$ cat config.mk
export PLATFORM = sky130hd
export DESIGN_NAME = rstseq_top
export DESIGN_NICKNAME = d
export VERILOG_FILES = /design/src/rtl/rstseq_pkg.sv /design/src/rtl/rstseq_merge.sv /design/src/rtl/rstseq_cause.sv /design/src/rtl/rstseq_fsm.sv /design/src/rtl/rstseq_top.sv
export SDC_FILE = /design/constraint.sdc
export NUM_CORES = 1
export LEC_CHECK = 0
export ABC_AREA = 1
export BUFFER_PORTS_ARGS = -buffer_cell sky130_fd_sc_hd__clkbuf_2
export CAP_MARGIN = 20
export CORE_MARGIN = 2
export CORE_UTILIZATION = 23
export CTS_BUF_LIST = sky130_fd_sc_hd__clkbuf_4 sky130_fd_sc_hd__clkbuf_8 sky130_fd_sc_hd__clkbuf_16
export DETAILED_ROUTE_END_ITERATION = 10
export HOLD_SLACK_MARGIN = 0.15
export MAX_ROUTING_LAYER = met4
export PLACE_DENSITY_LB_ADDON = 0.1
export SETUP_SLACK_MARGIN = 0.05
export SLEW_MARGIN = 25
export SYNTH_ARGS = -nofsm -noshare
export SYNTH_HDL_FRONTEND = slang
export SYNTH_SLANG_ARGS = --single-unit
$ cat constraint.sdc
create_clock -name clk -period 1.6 [get_ports clk]
set_input_delay 0 -clock clk [delete_from_list [all_inputs] [get_ports clk]]
set_output_delay 0 -clock clk [all_outputs]
set_load 0.01 [all_outputs]
$ cat src/rtl/rstseq_pkg.sv
package rstseq_pkg;
  localparam int NSRC = 5;
  localparam int SRC_POR = 0;
  localparam int SRC_PIN = 1;
  localparam int SRC_WDT = 2;
  localparam int SRC_BOD = 3;
  localparam int SRC_SW  = 4;

  typedef enum logic [2:0] {
    ST_OSC  = 3'd0,
    ST_PWR  = 3'd1,
    ST_INIT = 3'd2,
    ST_WAIT = 3'd3,
    ST_RUN  = 3'd4
  } seq_st_e;
endpackage

$ cat src/rtl/rstseq_merge.sv
module rstseq_merge
  import rstseq_pkg::*;
(
  input  logic            por_req,
  input  logic            pin_req,
  input  logic            wdt_req,
  input  logic            bod_req,
  input  logic            sw_req,
  output logic [NSRC-1:0] req_vec,
  output logic            any_req
);
  always_comb begin
    req_vec          = '0;
    req_vec[SRC_POR] = por_req;
    req_vec[SRC_PIN] = pin_req;
    req_vec[SRC_WDT] = wdt_req;
    req_vec[SRC_BOD] = bod_req;
    req_vec[SRC_SW]  = sw_req;
    any_req          = |req_vec;
  end
endmodule

$ cat src/rtl/rstseq_cause.sv
module rstseq_cause
  import rstseq_pkg::*;
(
  input  logic            clk,
  input  logic            por_req,
  input  logic [NSRC-1:0] req_vec,
  input  logic [NSRC-1:0] clr,
  output logic [NSRC-1:0] cause
);
  for (genvar i = 0; i < NSRC; i++) begin : g_bit
    always_ff @(posedge clk) begin
      if (por_req)         cause[i] <= req_vec[i];
      else if (req_vec[i]) cause[i] <= 1'b1;
      else if (clr[i])     cause[i] <= 1'b0;
    end
  end

  // a power-on request always leaves its own bit set
  p_por_marks_r7: assert property (@(posedge clk) por_req |=> cause[SRC_POR]);
  // a request beats a simultaneous clear
  p_set_wins_r8: assert property (@(posedge clk) disable iff (por_req)
    (req_vec[SRC_WDT] && clr[SRC_WDT]) |=> cause[SRC_WDT]);
endmodule

$ cat src/rtl/rstseq_fsm.sv
module rstseq_fsm
  import rstseq_pkg::*;
#(
  parameter int OSC_CYC  = 72,
  parameter int PWR_CYC  = 1200,
  parameter int INIT_CYC = 250
) (
  input  logic clk,
  input  logic any_req,
  input  logic osc_ok,
  input  logic flash_ok,
  output logic rst_q,
  output logic pwr_q,
  output logic go_q
);
  localparam int MAXC = (OSC_CYC > PWR_CYC) ?
                        ((OSC_CYC > INIT_CYC) ? OSC_CYC : INIT_CYC) :
                        ((PWR_CYC > INIT_CYC) ? PWR_CYC : INIT_CYC);
  localparam int CW = (MAXC < 2) ? 1 : $clog2(MAXC);
  localparam logic [CW-1:0] OSC_LAST  = CW'(OSC_CYC - 1);
  localparam logic [CW-1:0] PWR_LAST  = CW'(PWR_CYC - 1);
  localparam logic [CW-1:0] INIT_LAST = CW'(INIT_CYC - 1);

  seq_st_e       st;
  logic [CW-1:0] cnt;

  always_ff @(posedge clk) begin
    go_q <= 1'b0;
    if (any_req) begin
      st    <= ST_OSC;
      cnt   <= '0;
      rst_q <= 1'b1;
      pwr_q <= 1'b0;
    end else begin
      case (st)
        ST_OSC: begin
          if (cnt == OSC_LAST) begin
            if (osc_ok) begin
              st    <= ST_PWR;
              cnt   <= '0;
              pwr_q <= 1'b1;
            end
          end else begin
            cnt <= cnt + 1'b1;
          end
        end
        ST_PWR: begin
          if (cnt == PWR_LAST) begin
            st   <= ST_INIT;
            cnt  <= '0;
            go_q <= 1'b1;
          end else begin
            cnt <= cnt + 1'b1;
          end
        end
        ST_INIT: begin
          if (cnt == INIT_LAST) begin
            st  <= ST_WAIT;
            cnt <= '0;
          end else begin
            cnt <= cnt + 1'b1;
          end
        end
        ST_WAIT: begin
          if (flash_ok) begin
            st    <= ST_RUN;
            rst_q <= 1'b0;
          end
        end
        ST_RUN: ;
        default: begin
          st  <= ST_OSC;
          cnt <= '0;
        end
      endcase
    end
  end

  // a request always restarts from the oscillator stage
  p_restart_r6: assert property (@(posedge clk)
    any_req |=> (st == ST_OSC && cnt == '0 && !pwr_q));
  // without a ready oscillator the first stage is not left
  p_osc_gate_r3: assert property (@(posedge clk) disable iff (any_req)
    (st == ST_OSC && !osc_ok) |=> (st == ST_OSC));
  // the start pulse is one cycle and only with flash power on
  p_go_single_r4: assert property (@(posedge clk) disable iff (any_req)
    go_q |=> !go_q);
  p_go_pwr_r4: assert property (@(posedge clk) disable iff (any_req)
    go_q |-> pwr_q);
  // release only after the flash reported ready
  p_rel_flash_r5: assert property (@(posedge clk) disable iff (any_req)
    $fell(rst_q) |-> $past(flash_ok));
  // after release the block stays released until a request
  p_run_stable_r10: assert property (@(posedge clk) disable iff (any_req)
    (st == ST_RUN) |=> (!rst_q && pwr_q));
endmodule

$ cat src/rtl/rstseq_top.sv
module rstseq_top
  import rstseq_pkg::*;
#(
  parameter int OSC_CYC  = 72,
  parameter int PWR_CYC  = 1200,
  parameter int INIT_CYC = 250
) (
  input  logic            clk,
  input  logic            por_req,
  input  logic            pin_req,
  input  logic            wdt_req,
  input  logic            bod_req,
  input  logic            sw_req,
  input  logic            osc_ok,
  input  logic            flash_ok,
  input  logic [NSRC-1:0] cause_clr,
  output logic            sys_rst,
  output logic            flash_pwr_en,
  output logic            flash_init_go,
  output logic [NSRC-1:0] cause
);
  logic [NSRC-1:0] req_vec;
  logic            any_req;
  logic            rst_q;

  rstseq_merge u_merge (
    .por_req (por_req),
    .pin_req (pin_req),
    .wdt_req (wdt_req),
    .bod_req (bod_req),
    .sw_req  (sw_req),
    .req_vec (req_vec),
    .any_req (any_req)
  );

  rstseq_cause u_cause (
    .clk     (clk),
    .por_req (por_req),
    .req_vec (req_vec),
    .clr     (cause_clr),
    .cause   (cause)
  );

  rstseq_fsm #(
    .OSC_CYC  (OSC_CYC),
    .PWR_CYC  (PWR_CYC),
    .INIT_CYC (INIT_CYC)
  ) u_fsm (
    .clk      (clk),
    .any_req  (any_req),
    .osc_ok   (osc_ok),
    .flash_ok (flash_ok),
    .rst_q    (rst_q),
    .pwr_q    (flash_pwr_en),
    .go_q     (flash_init_go)
  );

  // Asynchronous assertion through the request path, clocked release.
  assign sys_rst = rst_q | any_req;

  // reset only falls at a clock edge
  p_sync_fall_r10: assert property (@(posedge clk) disable iff (por_req)
    (!any_req && $past(sys_rst) && !sys_rst) |-> $past(rst_q));
endmodule

-- Yosys cells after proc, flatten, opt, wreduce, memory -nomap -nowiden
Cells that the tools add are included.
- bits in registers: 22
- bits in latches: 0
- bits in writable memories: 0
- memory bits (read-only): 0
- output and inout bits: 8
- memories kept: 0
- add/subtract/negate cells: 1
- multiply operators: 0
- divide/modulo/power cells: 0
- magnitude comparators: 0
- equality and inequality tests: 13
- shift operators: 0
- multiplexer cells: 24
- bitwise logic cells: 4
- reductions and logical operators: 12
- operator list (cell ; number):
    $mux 11 ; 4
    $pmux 11 s4 ; 1
    $mux 3 ; 5
    $pmux 3 s5 ; 1
    $mux 1 ; 13
    $reduce_bool 3->1 ; 4
    $add 11x1->11 const B ; 1
    $eq 11x11->1 const B ; 1
    $eq 11x7->1 const B ; 1
    $eq 11x8->1 const B ; 1
    $eq 3x2->1 const B ; 2
    $ne 2x1->1 const B ; 3
    $reduce_and 6->1 ; 1
    $reduce_or 6->1 ; 1
    $reduce_or 5->1 ; 1
    $ne 2x2->1 const B ; 2
    $reduce_and 2->1 ; 2
    $eq 3x1->1 const B ; 1
    $eq 3x3->1 const B ; 1
    $logic_not 3->1 ; 1
    $ne 3x3->1 const B ; 1
    $not 1->1 ; 3
    $reduce_and 3->1 ; 1
    $reduce_or 2->1 ; 1
    $or 1x1->1 ; 1

-- Depth between registers and ports, before layout
- word-level depth: 4
- mapped depth: 11
- depth with buffers taken out: 11

-- Modules after synthesis
From an unflattened synthesis, not the netlist that was laid out.
- cell total of the unflattened synthesis: 200
- area, all modules: 1403.8 um^2
- modules (own cells, without submodules) (module ; instances ; cells each ; area an instance (um^2) ; seq. area each (um^2)):
    rstseq_fsm ; 1 ; 168 ; 1132.3 ; 340.3
    rstseq_cause ; 1 ; 20 ; 206.4 ; 150.1
    rstseq_merge ; 1 ; 9 ; 53.8 ; 0.0
    rstseq_top ; 1 ; 3 ; 11.3 ; 0.0

-- Worst setup path after synthesis
OpenSTA, ideal clock, no wires.
- path type: register -> register
- from: register u_fsm.cnt[0]
- to: register u_fsm.cnt[10]
- arrival: 1344 ps
- required time: 1476 ps
- slack: 132 ps
- stages on the path, launching flop included: 9
- buffers on the path: 0
- clock period less this slack: 1468 ps
- path through: dfxtp_1 > ha_1 > nand2_2 > nor2_1 > nand3_1 > nand2_1 > nand3_1 > o21ai_2 > nor2_1
- longest elaborated chain between the ends: 3
- RTL lines (item ; RTL line ; text):
    start, declared ; rstseq_fsm.sv:25 ; logic [CW-1:0] cnt;
    start signal, assigned ; rstseq_fsm.sv:44 ; cnt <= cnt + 1'b1;
    start signal, assigned ; rstseq_fsm.sv:53 ; cnt <= cnt + 1'b1;
    start signal, assigned ; rstseq_fsm.sv:61 ; cnt <= cnt + 1'b1;
    $add 11x1->11 (tied with other cells) ; rstseq_fsm.sv:44, rstseq_fsm.sv:53, rstseq_fsm.sv:61 ;
    $mux 11 (tied with other cells) ; rstseq_fsm.sv:57 ; if (cnt == INIT_LAST) begin
    $pmux 11 s4 / $reduce_and 2->1 (equally long branches) ; - ;
Several ways; a longest one is shown, not always the timed one.
A chain may end at the register's enable or synchronous reset.

-- Worst setup path after layout
- from: register u_fsm.cnt[1]
- to: register u_fsm.st[1]
- longest elaborated chain between the ends: 3
- RTL lines (item ; RTL line ; text):
    $eq 11x8->1 (tied with other cells) ; rstseq_fsm.sv:57 ;
    $ne 2x1->1 (no line) ; - ;
    $reduce_and 6->1 (no line) (*) ; - ;
    end signal, assigned ; rstseq_fsm.sv:58 ; st <= ST_WAIT;
    end signal, assigned ; rstseq_fsm.sv:66 ; st <= ST_RUN;
    end signal, assigned ; rstseq_fsm.sv:72 ; st <= ST_OSC;
    end, declared ; rstseq_fsm.sv:24 ; seq_st_e st;
Mark *: on every way between the ends. The rest lies on a longest branch, timed or not.

==> reports/qor.csv <==
metric;value;unit
outcome;completed;
crit_path_max_fanout;4;
insertion_delay;280;ps
grt_max_degree;14;
rsz0062_at_grt;true;
root_buffer;clkbuf_8;
p_comb_frac;0.070;
crit_arrival;1680;ps
total_power;0.001221;W
skew;2.682;ps
die_w;81.53;um
end_kind;flip-flop;
yosysSeqAreaShare;0.3475;
drc;0;
clk_pin_slew;90;ps
yosysTopAreaCell;dfxtp_1;
io_pins;21;
regToRegSetupSlack;140;ps
post_drt_via_cell_ratio;4.403;
whs;178.0;ps
gp_congestion;0.8145;
grt-ovfl-total;0;
relSlewSlack;0.7833;
drive_above_1_share;0.3272;
hold_path_class;in2reg;
final_nets;288;
post-route-util;0.3554;
critPathRequiredTime;1820;ps
ir_drop;0.2967;mV
antenna_found_initial;0;
syn_area;1383;um^2
cts_buffers;3;
die-height;81.53;um
routedWlPerCell;12.05;um
seqPwrFrac;0.471;
vias;1528;
syn_avg_cell_area;6.679;um^2
max_freq;687.0;MHz
crit_type;reg2reg;
p_int;0.0009574;W
cellPowerDensity;587.0;nW/um^2
cts_sinks;22;
cts_buffer_depth;2;
drv_cap;0;
hpwlAfterDp;3177;um
final.min_clock_period;1456;ps
fp.dieArea;6647;um^2
drv_slew;0;
hold_viol_final;0;
cts_tree;done;
ys_ff_latch;22;
p_leak;0.8898;nW
design.core.area;5851;um^2
drtIter0Drc;55;
track_usage;0.1439;
syn_nets;222;
tightest_slew;322.1;ps
firstDrtPassIters;4;
yosys_warnings;0;
synth_cell_types;29;
row_count;28;
antenna_cells;0;
postRouteWirelength;4182;um
p_clk_frac;0.459;
antenna_left;0;
htreeDepth;1;
swShare;0.2157;
initial_core_util;0.2363;
syn_inst;207;
p_switching;0.0002633;W
mostFrequentLayoutCell;nand2_1;
syn_to_final_growth;50.41;%
layout.cells.most_common_list;48 x nand2_1, 27 x nor2_1, 26 x inv_1;
grt_pass1_wl;6906;um
synth_area_leaders;dfxtp_1 26%, nand2_1 13%, edfxtp_1 8.7%;
grt_pass1_vias;1476;
start_kind;flip-flop;
period_share;0.9098;
yosys.area.top_type_share;0.2606;
finalSetupViolCount;0;
port_buffers;20;
what timing repair did:
action / in CTS / in global routing
hold endpoints to repair: 12 / 0
gates resized for setup: 5 / 21
hold buffers: 16 / 0
setup endpoints to repair: 10 / 12
pin swaps: 1 / 9
cloned: 0 / 0
buffers inserted: 2 / 3
final cells by class:
cell class	count	area [um^2]
inverters	33	126.4
repair buffers	62	467.9
clock inverters	1	30.03
flip-flops and latches	22	494.2
well taps	75	93.84
clock buffers	3	41.29
fillers	647	3771
multi-input cells	151	825.8
synth_stat cells, drive strengths merged:
| cell type | instances |
|---|---|
| a21oi | 4 |
| buf | 1 |
| dfxtp | 18 |
| edfxtp | 4 |
| ha | 2 |
| inv | 33 |
| nand2 | 52 |
| nand3 | 24 |
| nand3b | 2 |
| nand4 | 11 |
| nor2 | 38 |
| nor3 | 6 |
| nor4 | 1 |
| o2111ai | 1 |
| o21a | 1 |
| o21ai | 7 |
| o31ai | 1 |
| or2 | 1 |
routing by layer:
metal | routed length, um | GRT usage | up-vias
met2 | 2055 | 0.2500 | 33
met1 | 1916 | 0.1697 | 685
met4 | 51 | 0.04068 | 0
met5 | 0 | - | -
met3 | 157 | 0.02637 | 5
li1 | - | - | 805
worst paths after layout:
| path | start | end | cells after the start |
|---|---|---|---|
| max | u_fsm.cnt[1] | u_fsm.st[1] | 10 |
| min | por_req | u_fsm.rst_q | 5 |
| max reg2reg | u_fsm.cnt[1] | u_fsm.st[1] | 10 |
| min reg2reg | u_fsm.rst_q | u_fsm.rst_q | 2 |
worst max-delay path: stages (launching register included):
cell     delay [ps]
dfxtp_4         370
inv_1            50
ha_1            120
nand2_1          60
nor2_2          120
nand3_2         100
nand2_1          90
nand4_1         200
nand2_1         130
nand2_1          50
nor2_1          100
registers in the layout, indices dropped and copies added, names as in the netlist:
register / count
u_cause.cause: 5
u_fsm.go_q: 1
u_fsm.rst_q: 1
u_fsm.st: 3
u_fsm.cnt: 11
u_fsm.pwr_q: 1
through the flow:
stage / std cells / instance area, um^2 / setup TNS [ps] / setup WS [ps]
global route: 347 / 2079 / -9.285 / -9.285
global placement: 322 / 1729 / 0 / 24.58
finish: 347 / 2079 / 0 / 144.3
detailed placement: 322 / 1729 / -1.006 / -1.006
floorplan: 207 / 1383 / 0 / 132.1
CTS: 344 / 2001 / 0 / 55.04
cell families after synthesis:
kind of cell | Yosys count | share of synthesized area
fa+ha+maj | 2 | 0.01810
buf+inv | 34 | 0.09503
compound gates | 14 | 0.05973
simple gates | 135 | 0.4796
flops | 22 | 0.3475
power by group through the flow:
stage	Combinational [W]	Sequential, W	Clock [W]
finish	0.0000853	0.000575	0.000560
global route	0.0000954	0.000576	0.000593
CTS	0.0000840	0.000579	0.000576
detailed placement	0.0000551	0.000591	0
global placement	0.0000553	0.000591	0
floorplan	0.0000167	0.000597	0
Note: power is estimated with default switching activity, not from simulation.
